File: src/rtl/odPadPkg.sv
package odPadPkg;
  localparam int LANE_W       = 8;
  localparam int DIR_MASK_BIT = 0;
  localparam int DIR_BIT      = 1;
  localparam int VAL_MASK_BIT = 2;
  localparam int VAL_BIT      = 3;
  localparam int VAL_IN_BIT   = 4;
  localparam int PULL_DIS_BIT = 5;

  typedef struct packed {
    logic dirWe;
    logic dirVal;
    logic valWe;
    logic valVal;
    logic pullWe;
    logic pullVal;
  } padStrobe_t;
endpackage

File: src/rtl/odPadSync.sv
module odPadSync #(
  parameter int  STAGES  = 2,
  parameter logic RST_VAL = 1'b1
) (
  input  logic clk,
  input  logic rstN,
  input  logic asyncIn,
  output logic syncOut
);
  logic [STAGES-1:0] chain;

  always_ff @(posedge clk or negedge rstN) begin
    if (!rstN) chain <= {STAGES{RST_VAL}};
    else       chain <= {chain[STAGES-2:0], asyncIn};
  end

  assign syncOut = chain[STAGES-1];

  localparam int AGE_W = $clog2(STAGES + 1);
  logic [AGE_W-1:0] ageCnt;
  always_ff @(posedge clk or negedge rstN) begin
    if (!rstN)                          ageCnt <= '0;
    else if (ageCnt != AGE_W'(STAGES))  ageCnt <= ageCnt + 1'b1;
  end

  generate
    if (STAGES == 2) begin : gChk
      AST_SYNC_DELAY: assert property (@(posedge clk) disable iff (!rstN)
        (ageCnt == AGE_W'(STAGES)) |-> (syncOut == $past(asyncIn, 2)));
    end
  endgenerate
endmodule

File: src/rtl/odPadCtrl.sv
module odPadCtrl
  import odPadPkg::*;
#(
  parameter int DATA_W   = 32,
  parameter int NUM_PINS = 2
) (
  input  logic                      wrEn,
  input  logic [DATA_W-1:0]         wrData,
  input  logic [NUM_PINS-1:0]       dirQ,
  input  logic [NUM_PINS-1:0]       valQ,
  input  logic [NUM_PINS-1:0]       pullDisQ,
  input  logic [NUM_PINS-1:0]       valIn,
  output padStrobe_t [NUM_PINS-1:0] strobes,
  output logic [DATA_W-1:0]         rdData
);
  localparam int USED_W = NUM_PINS * LANE_W;

  logic unusedWr;
  assign unusedWr = ^wrData;

  always_comb begin
    rdData = '0;
    for (int p = 0; p < NUM_PINS; p++) begin
      strobes[p].dirWe   = wrEn & wrData[p*LANE_W + DIR_MASK_BIT];
      strobes[p].dirVal  = wrData[p*LANE_W + DIR_BIT];
      strobes[p].valWe   = wrEn & wrData[p*LANE_W + VAL_MASK_BIT];
      strobes[p].valVal  = wrData[p*LANE_W + VAL_BIT];
      strobes[p].pullWe  = wrEn;
      strobes[p].pullVal = wrData[p*LANE_W + PULL_DIS_BIT];
      rdData[p*LANE_W + DIR_BIT]      = dirQ[p];
      rdData[p*LANE_W + VAL_BIT]      = valQ[p];
      rdData[p*LANE_W + VAL_IN_BIT]   = valIn[p];
      rdData[p*LANE_W + PULL_DIS_BIT] = pullDisQ[p];
    end
  end

  initial begin
    if (DATA_W < USED_W) $error("DATA_W too small for NUM_PINS lanes");
  end
endmodule

File: src/rtl/odPadDpath.sv
module odPadDpath
  import odPadPkg::*;
#(
  parameter int NUM_PINS    = 2,
  parameter int SYNC_STAGES = 2
) (
  input  logic                      clk,
  input  logic                      rstN,
  input  padStrobe_t [NUM_PINS-1:0] strobes,
  input  logic [NUM_PINS-1:0]       padIn,
  output logic [NUM_PINS-1:0]       dirQ,
  output logic [NUM_PINS-1:0]       valQ,
  output logic [NUM_PINS-1:0]       pullDisQ,
  output logic [NUM_PINS-1:0]       valIn
);
  generate
    for (genvar p = 0; p < NUM_PINS; p++) begin : gPin
      always_ff @(posedge clk or negedge rstN) begin
        if (!rstN) begin
          dirQ[p]     <= 1'b0;
          valQ[p]     <= 1'b0;
          pullDisQ[p] <= 1'b0;
        end else begin
          if (strobes[p].dirWe)  dirQ[p]     <= strobes[p].dirVal;
          if (strobes[p].valWe)  valQ[p]     <= strobes[p].valVal;
          if (strobes[p].pullWe) pullDisQ[p] <= strobes[p].pullVal;
        end
      end

      odPadSync #(.STAGES(SYNC_STAGES), .RST_VAL(1'b1)) uSync (
        .clk(clk), .rstN(rstN), .asyncIn(padIn[p]), .syncOut(valIn[p])
      );

      AST_DIR_HOLD: assert property (@(posedge clk) disable iff (!rstN)
        !strobes[p].dirWe |=> $stable(dirQ[p]));
      AST_DIR_LOAD: assert property (@(posedge clk) disable iff (!rstN)
        strobes[p].dirWe |=> (dirQ[p] == $past(strobes[p].dirVal)));
      AST_VAL_HOLD: assert property (@(posedge clk) disable iff (!rstN)
        !strobes[p].valWe |=> $stable(valQ[p]));
      AST_VAL_LOAD: assert property (@(posedge clk) disable iff (!rstN)
        strobes[p].valWe |=> (valQ[p] == $past(strobes[p].valVal)));
      AST_PULL_LOAD: assert property (@(posedge clk) disable iff (!rstN)
        strobes[p].pullWe |=> (pullDisQ[p] == $past(strobes[p].pullVal)));
    end
  endgenerate
endmodule

File: src/rtl/odPadReg.sv
module odPadReg
  import odPadPkg::*;
#(
  parameter int DATA_W      = 32,
  parameter int NUM_PINS    = 2,
  parameter int SYNC_STAGES = 2
) (
  input  logic                clk,
  input  logic                rstN,
  input  logic                wrEn,
  input  logic [DATA_W-1:0]   wrData,
  output logic [DATA_W-1:0]   rdData,
  input  logic [NUM_PINS-1:0] padIn,
  output logic [NUM_PINS-1:0] padOe,
  output logic [NUM_PINS-1:0] padOut,
  output logic [NUM_PINS-1:0] pullEn
);
  padStrobe_t [NUM_PINS-1:0] strobes;
  logic [NUM_PINS-1:0] dirQ, valQ, pullDisQ, valIn;

  odPadCtrl #(.DATA_W(DATA_W), .NUM_PINS(NUM_PINS)) uCtrl (
    .wrEn(wrEn), .wrData(wrData), .dirQ(dirQ), .valQ(valQ),
    .pullDisQ(pullDisQ), .valIn(valIn), .strobes(strobes), .rdData(rdData)
  );

  odPadDpath #(.NUM_PINS(NUM_PINS), .SYNC_STAGES(SYNC_STAGES)) uDpath (
    .clk(clk), .rstN(rstN), .strobes(strobes), .padIn(padIn),
    .dirQ(dirQ), .valQ(valQ), .pullDisQ(pullDisQ), .valIn(valIn)
  );

  assign padOe  = dirQ;
  assign padOut = valQ;
  assign pullEn = ~pullDisQ;

  AST_RELEASE_ON_WRITE: assert property (@(posedge clk) disable iff (!rstN)
    (wrEn && wrData[DIR_MASK_BIT] && !wrData[DIR_BIT]) |=> !padOe[0]);
  AST_DRIVE_LOW: assert property (@(posedge clk) disable iff (!rstN)
    (wrEn && wrData[LANE_W-1:0] == 8'h07) |=> (padOe[0] && !padOut[0]));
endmodule

File: config.mk
export PLATFORM = sky130hd
export DESIGN_NAME = odPadReg
export DESIGN_NICKNAME = d
export VERILOG_FILES = /design/src/rtl/odPadPkg.sv /design/src/rtl/odPadSync.sv /design/src/rtl/odPadCtrl.sv /design/src/rtl/odPadDpath.sv /design/src/rtl/odPadReg.sv
export SDC_FILE = /design/constraint.sdc
export NUM_CORES = 1
export LEC_CHECK = 0
export ABC_AREA = 1
export BUFFER_PORTS_ARGS = -buffer_cell sky130_fd_sc_hd__buf_4
export CAP_MARGIN = 15
export CORE_MARGIN = 1.5
export CORE_UTILIZATION = 28
export CTS_CLUSTER_DIAMETER = 30
export DETAILED_ROUTE_END_ITERATION = 16
export GPL_TIMING_DRIVEN = 0
export PLACE_DENSITY = 0.86
export SETUP_SLACK_MARGIN = 0.2
export SYNTH_ARGS = -nofsm -noshare
export SYNTH_HDL_FRONTEND = slang
export SYNTH_SLANG_ARGS = --single-unit
export TNS_END_PERCENT = 30
File: constraint.sdc
create_clock -name clk -period 0.8 [get_ports clk]
set_input_delay 0.16 -clock clk [delete_from_list [all_inputs] [get_ports clk]]
set_output_delay 0.16 -clock clk [all_outputs]
set_load 0.02 [all_outputs]
== Word-level counts from Yosys, hierarchy flattened ==
Cells that the tools add are included.

* Memories kept: 0
* Bits of input ports: 37
* Logic and storage cells: 13
* Bits in latches: 0
* ROM bits: 0
* RAM bits: 0
* Register bits: 10

* Divide/modulo/power cells: 0
* Equal/unequal tests: 0
* Reduce and logical (&&, ||, !) cells: 0
* Magnitude comparators: 0
* Bitwise logic cells: 5
* Add/sub/neg operators: 0
* Multiplexer cells: 0
* $mul: 0
* Shifts and indexed selects: 0

{| class="wikitable"
|+ Operators with widths
! operator !! count
|-
| 1-bit bitwise AND || 4
|-
| 2-bit NOT || 1
|}

== Longest topological paths before layout ==
Gate-level depths: netlist of run 1.

* Word-level depth: 1
* Gate-level depth with buffers: 4
* Gate-level depth less buffers: 3

== Modules after synthesis ==
Synthesis of run 1 repeated with hierarchy kept, for this count alone.

* Cell total of the unflattened synthesis: 85
* Area total of the unflattened synthesis: 686.9 µm²

{| class="wikitable"
|+ Modules (own cells, without submodules)
! module !! sequential area each (µm²) !! area each (µm²) !! instances !! cells an instance
|-
| odPadCtrl || 0.0 || 334.1 || 1 || 49
|-
| odPadDpath || 150.1 || 240.2 || 1 || 30
|-
| odPadSync || 52.6 || 52.6 || 2 || 2
|-
| odPadReg || 0.0 || 7.5 || 1 || 2
|}

== Worst setup path before layout of run 1 ==
No wires, ideal clock.

* Kind: register -> register
* From: register, netlist name uDpath.pullDisQ[0]
* To: register uDpath.pullDisQ[0]
* Data arrival time: 708 ps
* Stages on the path, launching flop included: 3
* Period minus slack after synthesis: 836 ps
* Buffers on the path: 0
* Setup slack: -36 ps
* Setup time: 128 ps
* Cell sequence: dfrtp_1 > inv_1 > o21ai_0

{| class="wikitable"
|+ RTL lines
! item !! line !! RTL
|-
| end signal, assigned by index || odPadDpath.sv:26 || <nowiki>if (strobes[p].pullWe) pullDisQ[p] <= strobes[p].pullVal;</nowiki>
|-
| end, declared || odPadDpath.sv:13 || <nowiki>output logic [NUM_PINS-1:0] pullDisQ,</nowiki>
|}

== Final worst setup path of run 1 ==
* From: register uDpath.gPin[1].uSync.chain[1]
* To: output port rdData[12]

{| class="wikitable"
|+ RTL lines
! item !! line !! RTL
|-
| start, declared || odPadSync.sv:10 || <nowiki>logic [STAGES-1:0] chain;</nowiki>
|-
| start signal, assigned || odPadSync.sv:13 || <nowiki>if (!rstN) chain <= {STAGES{RST_VAL}};</nowiki>
|-
| start signal, assigned || odPadSync.sv:14 || <nowiki>else chain <= {chain[STAGES-2:0], asyncIn};</nowiki>
|-
| end, declared || odPadReg.sv:12 || <nowiki>output logic [DATA_W-1:0] rdData,</nowiki>
|}

No word-level cell between the ends.

==> results of run 1 <==
==> final timing paths <==
check	startpoint	to	slack (ns)
setup reg to reg	uDpath.pullDisQ[1]$_DFFE_PN0P_	uDpath.pullDisQ[1]$_DFFE_PN0P_	0.11
min in group asynchronous	rstN	uDpath.valQ[1]$_DFFE_PN0P_	0.24
max in group asynchronous	rstN	uDpath.gPin[1].uSync.chain[0]$_DFF_PN1_	0.35
setup / recovery	uDpath.gPin[1].uSync.chain[1]$_DFF_PN1_	rdData[12]	-0.36
hold reg to reg	uDpath.gPin[0].uSync.chain[0]$_DFF_PN1_	uDpath.gPin[0].uSync.chain[1]$_DFF_PN1_	0.36
hold / removal	padIn[0]	uDpath.gPin[0].uSync.chain[0]$_DFF_PN1_	-0.003
==> cell usage in the layout (no fill, tap or decap), drive strengths merged <==
| cell type | netlist | layout |
|---|---|---|
| buf | 31 | 59 |
| conb | 1 | 24 |
| nand2 | 14 | 14 |
| dfrtp | 6 | 6 |
| nand3 | 4 | 4 |
| dfstp | 4 | 4 |
| clkbuf | 0 | 4 |
| inv | 2 | 2 |
| o21ai | 2 | 2 |
| dlygate4sd3 | 0 | 1 |
==> per-layer routing <==
| layer | track usage | part of all wire |
|---|---|---|
| met4 | 0.0857 | 0.027 |
| met3 | 0.0463 | 0.12 |
| met2 | 0.196 | 0.48 |
| met5 | 0 | 0 |
| met1 | 0.111 | 0.37 |
==> registers in the layout (all words and copies together) (netlist names) <==
name                     count
uDpath.gPin.uSync.chain      4
uDpath.dirQ                  2
uDpath.pullDisQ              2
uDpath.valQ                  2
==> critical path: stages (launching register included) <==
cell     delay [ns]
dfstp_2        0.54
buf_6          0.09
buf_6          0.10
==> layout make-up <==
type,count,share of cell area
Clock buffer,4,0.0346
Multi-Input combinational cell,44,0.165
Sequential cell,10,0.251
Inverter,2,0.00956
Buffer,31,0.247
Tap cell,27,0.0323
Timing Repair Buffer,29,0.260
==> power breakdown <==
| group | leakage [uW] | switching [uW] | total [uW] | internal, uW |
|---|---|---|---|---|
| logic | 0.000465 | 310 | 650 | 339 |
| registers | 0.000109 | 44.7 | 610 | 566 |
| clock network | 0.0000210 | 172 | 449 | 277 |
| total | 0.000594 | 527 | 1710 | 1180 |
==> logic make-up after synthesis <==
group                  Yosys count  synth area share
buffers and inverters           33             0.417
other                            1           0.00640
and+or+nand+nor                 18             0.124
AOI/OAI and AO/OA                2            0.0171
DFF                             10             0.436
==> per-stage QoR <==
step	TNS (ns)	setup slack, ns
final	-3.45	-0.360
after global routing	-3.91	-0.392
after detailed placement	-0.224	-0.0743
after CTS	-3.45	-0.351
after global placement	-0.194	-0.0640
after floorplan	0	0.0340
==> what timing repair did <==
action / in CTS / in global routing
setup endpoints to repair: 20 / 20
pin swaps: 2 / 2
resized for setup: 16 / 0
endpoints found under the hold margin: 11 / 2
==> impl_metrics.env, run 1 <==
export IMPL_die_height_microns=48.7
export IMPL_cts_htree_levels=1
export IMPL_post_cts_setup_buffer_count=0
export IMPL_postRouteAntennaNets=0
export IMPL_final_seq_area_sq_um=263
export IMPL_fin_nets=158
export IMPL_cts_tree="done"
export IMPL_antenna_found_initial=0
export IMPL_max_freq_mhz=862
export IMPL_synth_warnings=0
export IMPL_yosysMostFrequentCell="buf_4"
export IMPL_drv_cap=0
export IMPL_crit_arrival_ns=1.00
export IMPL_initial_utilization=0.298
export IMPL_fin_util=0.534
export IMPL_cp_start_kind="flip-flop"
export IMPL_drv_slew=0
export IMPL_synth_edff_count=0
export IMPL_wirelength_microns=1250
export IMPL_drtPass1Iterations=2
export IMPL_whs_path_depth=1
export IMPL_syn_inst=64
export IMPL_clk_pin_slew_ns=0.06
export IMPL_synth_top_area_frac=0.385
export IMPL_n_fill_cell=164
export IMPL_hold_viol=1
export IMPL_grt_pass1_vias=448
export IMPL_cp_required_ns=0.64
export IMPL_drc=0
export IMPL_drt_iter0_drc=5
export IMPL_path_class="reg2out"
export IMPL_p_leak_uw=0.000594
export IMPL_clockBufferDepth=2
export IMPL_cts_buffers=3
export IMPL_multiInputGateArea_sq_um=173
export IMPL_die_x_microns=48.7
export IMPL_rows=16
export IMPL_dieArea_sq_um=2370
export IMPL_globalplace_congestion=0.770
export IMPL_violations="hold timing, setup timing"
export IMPL_track_usage=0.115
export IMPL_whs_ns=-0.00309
export IMPL_grt_remaining_overflow=0
export IMPL_end_kind="primary output"
export IMPL_ir_drop_mv=0.639
export IMPL_fin_cells=147
export IMPL_setup_violations=14
export IMPL_io_pins=75
export IMPL_via_per_inst=3.39
export IMPL_fin_worst_skew_ns=0.000212
export IMPL_grt_max_degree=11
export IMPL_hold_path_class="in2reg"
export IMPL_ys_seq_area_frac=0.436
export IMPL_synth_area_sq_um=586
export IMPL_vias=499
export IMPL_fin_ws_ns=-0.360
export IMPL_crit_fanout=1
export IMPL_synth_top_cell_by_area="buf_4"
export IMPL_r2r_cells=2
export IMPL_place_port_buffers=28
export IMPL_netlist_top_cells_count="30 x buf_4, 14 x nand2_1, 6 x dfrtp_1"
export IMPL_wire_per_inst_microns=8.50
export IMPL_post_dp_hpwl_microns=956
export IMPL_power_uw=1710
export IMPL_fin_crit_sh=1.45
export IMPL_diodes=0
export IMPL_synth_distinct_cells=9
export IMPL_synth_flop_cell="dfrtp_1"
export IMPL_clock_sinks=10
export IMPL_drive_gt1_frac=0.625
export IMPL_status="complete, but fails checks"
export IMPL_grt_setup_unrepaired="true"
export IMPL_placedCellCount=142
export IMPL_p_per_area_nw_per_um2=1630
export IMPL_layout_min_cycle_time_ns=1.16
export IMPL_core_sq_um=1960
export IMPL_area_growth_syn_to_layout_pct=78.8
export IMPL_grt_pass1_wl_microns=2010
export IMPL_synth_seq_cells=10
export IMPL_hold_buffers=1
export IMPL_syn_area_per_cell_sq_um=9.15
export IMPL_async_reset_ff_frac=1.00
export IMPL_design_area_sq_um=1050
export IMPL_synthTopCellsByArea="buf_4 38%, dfrtp_1 26%, dfstp_2 18%"
export IMPL_cts_root_buf="clkbuf_4"
export IMPL_clk_latency_ns=0.27
export IMPL_place_area_sq_um=941
Power figures use the tool's default switching activity.
==> run 2: changes to the inputs <==
--- a/config.mk
+++ b/config.mk
@@ -5,15 +5,14 @@
 export SDC_FILE = /design/constraint.sdc
 export NUM_CORES = 1
 export LEC_CHECK = 0
-export ABC_AREA = 1
-export BUFFER_PORTS_ARGS = -buffer_cell sky130_fd_sc_hd__buf_4
 export CAP_MARGIN = 15
 export CORE_MARGIN = 1.5
-export CORE_UTILIZATION = 28
+export CORE_UTILIZATION = 40
 export CTS_CLUSTER_DIAMETER = 30
 export DETAILED_ROUTE_END_ITERATION = 16
+export DONT_BUFFER_PORTS = 1
 export GPL_TIMING_DRIVEN = 0
-export PLACE_DENSITY = 0.86
+export PLACE_DENSITY = 0.67
 export SETUP_SLACK_MARGIN = 0.2
 export SYNTH_ARGS = -nofsm -noshare
 export SYNTH_HDL_FRONTEND = slang
==> run 2 against run 1 <==
Net effect: the run still ends with hold timing, setup timing left; synthesized cell count decreased by 14%; hold slack got worse by 0.099 ns; sequential power increased by 9.8%; sequential share of layout area increased by 8.0 points; via count decreased by 29%; critical path type unchanged; largest cell class unchanged.
==> impl_metrics.env, run 2 <==
export IMPL_status="complete, but fails checks"
export IMPL_violations="hold timing, setup timing"
export IMPL_hold_buffers=3
export IMPL_core_sq_um=1330
export IMPL_ir_drop_mv=0.967
export IMPL_area_growth_syn_to_layout_pct=35.8
export IMPL_path_class="reg2out"
export IMPL_track_usage=0.112
export IMPL_diodes=0
export IMPL_clk_latency_ns=0.26
export IMPL_synth_flop_cell="dfrtp_1"
export IMPL_drc=0
export IMPL_r2r_cells=1
export IMPL_hold_viol=8
export IMPL_synth_area_sq_um=584
export IMPL_drv_slew=0
export IMPL_cp_start_kind="flip-flop"
export IMPL_largest_reg_flops=4
export IMPL_grt_pass1_vias=292
export IMPL_max_freq_mhz=954
export IMPL_fin_worst_skew_ns=0.000169
export IMPL_crit_fanout=1
export IMPL_io_pins=75
export IMPL_crit_cells=1
export IMPL_layout_min_cycle_time_ns=1.05
export IMPL_cell_internal_pwr_uw=1050
export IMPL_synth_distinct_cells=8
export IMPL_p_switching_uw=478
export IMPL_drt_iter0_drc=3
export IMPL_crit_end="rdData[12]"
export IMPL_grt_pass1_wl_microns=1140
export IMPL_r2r_start="uDpath.dirQ[1]$_DFFE_PN0P_"
export IMPL_die_x_microns=41.2
export IMPL_syn_area_per_cell_sq_um=10.6
export IMPL_async_reset_ff_frac=1.00
export IMPL_fin_cells=100
export IMPL_drtPass1Iterations=2
export IMPL_drv_cap=0
export IMPL_drive_gt1_frac=0.588
export IMPL_clockBufferDepth=2
export IMPL_dp_slack_ns=-0.0380
export IMPL_layout_common_cells="24 x buf_4, 24 x conb_1, 6 x nand2_1, 6 x buf_6, 6 x dfrtp_2"
export IMPL_dieArea_sq_um=1700
export IMPL_whs_ns=-0.102
export IMPL_regMostFlops="uDpath.gPin.uSync.chain"
export IMPL_cts_root_buf="clkbuf_4"
export IMPL_path_buf_inv=1
export IMPL_die_height_microns=41.2
export IMPL_synth_warnings=0
export IMPL_n_fill_cell=122
export IMPL_clock_sinks=10
export IMPL_critPathLaunch="uDpath.gPin[1].uSync.chain[1]$_DFF_PN1_"
export IMPL_wire_per_inst_microns=8.78
export IMPL_seqPwrFrac=0.438
export IMPL_r2r_slack_ns=-0.05
export IMPL_setup_violations=18
export IMPL_via_per_inst=3.55
export IMPL_power_uw=1530
export IMPL_pwr_share_clk=0.288
export IMPL_cts_htree_levels=1
export IMPL_grt_setup_unrepaired="true"
export IMPL_path_delay_family="flip-flops"
export IMPL_wirelength_microns=878
export IMPL_p_sw_frac=0.313
export IMPL_fin_util=0.595
export IMPL_post_dp_hpwl_microns=710
export IMPL_synth_seq_cells=10
export IMPL_synthTopCellsByArea="buf_4 39%, dfrtp_1 26%, dfstp_2 18%"
export IMPL_netlist_top_cells_count="30 x buf_4, 6 x dfrtp_1, 6 x nand2_1"
export IMPL_postRouteAntennaNets=0
export IMPL_grt_remaining_overflow=0
export IMPL_crit_arrival_ns=0.89
export IMPL_ys_seq_area_frac=0.437
export IMPL_globalplace_congestion=0.670
export IMPL_clk_pin_slew_ns=0.06
export IMPL_cp_required_ns=0.64
export IMPL_combPwrFrac=0.273
export IMPL_synth_edff_count=0
export IMPL_timing_rr_end="uDpath.dirQ[1]$_DFFE_PN0P_"
export IMPL_antenna_found_initial=0
export IMPL_hold_path_class="in2async"
export IMPL_initial_utilization=0.438
export IMPL_rows=13
export IMPL_p_per_area_nw_per_um2=1930
export IMPL_yosysMostFrequentCell="buf_4"
export IMPL_slowest_stage="dfstp_2"
export IMPL_grt_max_degree=11
export IMPL_placedCellCount=93
export IMPL_synth_top_area_frac=0.385
export IMPL_crit_chain="buf_6"
export IMPL_vias=355
export IMPL_p_leak_uw=0.000454
export IMPL_cp_slowest_stage_delay_ns=0.52
export IMPL_fin_ws_ns=-0.248
export IMPL_synth_top_cell_by_area="buf_4"
export IMPL_syn_inst=55
export IMPL_cts_tree="done"
export IMPL_fin_nets=123
export IMPL_cts_buffers=3
export IMPL_end_kind="primary output"
export IMPL_place_port_buffers=0
export IMPL_fin_crit_sh=1.31
==> run 2: final cells by class <==
type / instances / area (sq um) / area share
clock buffer: 4 / 36.3 / 0.0457
inverter: 2 / 12.5 / 0.0158
timing repair buffer: 3 / 32.5 / 0.0410
sequential: 10 / 263 / 0.331
tap: 15 / 18.8 / 0.0237
buffer: 30 / 248 / 0.312
multi-input combinational: 36 / 183 / 0.230
==> run 2: what timing repair did <==
action / in CTS / in global routing
pin swaps: 0 / 0
endpoints found under the setup margin: 20 / 30
buffers inserted: 0 / 0
endpoints found under the hold margin: 14 / 8
resized for setup: 10 / 3
gates cloned: 0 / 0
==> run 2: worst min path at each step <==
stage,start,endpoint,slack [ns],cells past startpoint
after floorplan,rstN,uDpath.dirQ[0]$_DFFE_PN0P_,-0.14,0
after global routing,rstN,uDpath.dirQ[1]$_DFFE_PN0P_,-0.08,1
after CTS,wrEn,uDpath.pullDisQ[0]$_DFFE_PN0P_,-0.02,1
final,rstN,uDpath.dirQ[1]$_DFFE_PN0P_,-0.10,1
after detailed placement,rstN,uDpath.dirQ[1]$_DFFE_PN0P_,-0.14,0
after global placement,rstN,uDpath.valQ[1]$_DFFE_PN0P_,-0.14,0
==> run 2: metal layers <==
metal	wire length, microns	vias up	track usage
met5	0	-	0
li1	-	175	-
met1	273	151	0.0993
met3	114	0	0.0543
met2	490	29	0.188
met4	0	0	0.0968
==> run 2: stage by stage <==
stage | instance area [sq um] | hold WS [ns] | TNS [ns]
2_1_floorplan | 676 | -0.136 | -0.0786
5_1_grt | 793 | -0.0828 | -3.17
4_1_cts | 791 | -0.0166 | -2.80
6_report | 793 | -0.102 | -2.56
3_5_place_dp | 694 | -0.135 | -0.193
3_3_place_gp | 694 | -0.135 | -0.127
==> run 2: power groups by stage <==
stage          Sequential, uW  Combinational [uW]  Clock (uW)
2_1_floorplan             656                 361           0
3_3_place_gp              665                 366           0
3_5_place_dp              667                 368           0
4_1_cts                   671                 412         468
5_1_grt                   681                 453         500
6_report                  670                 418         441
==> run 2: cell families after synthesis <==
logic type | count (synthesis) | share of synthesized area
buf+inv | 32 | 0.398
flops | 10 | 0.437
simple gates | 6 | 0.0385
mux | 4 | 0.103
compound gates | 2 | 0.0171
other cells | 1 | 0.00642
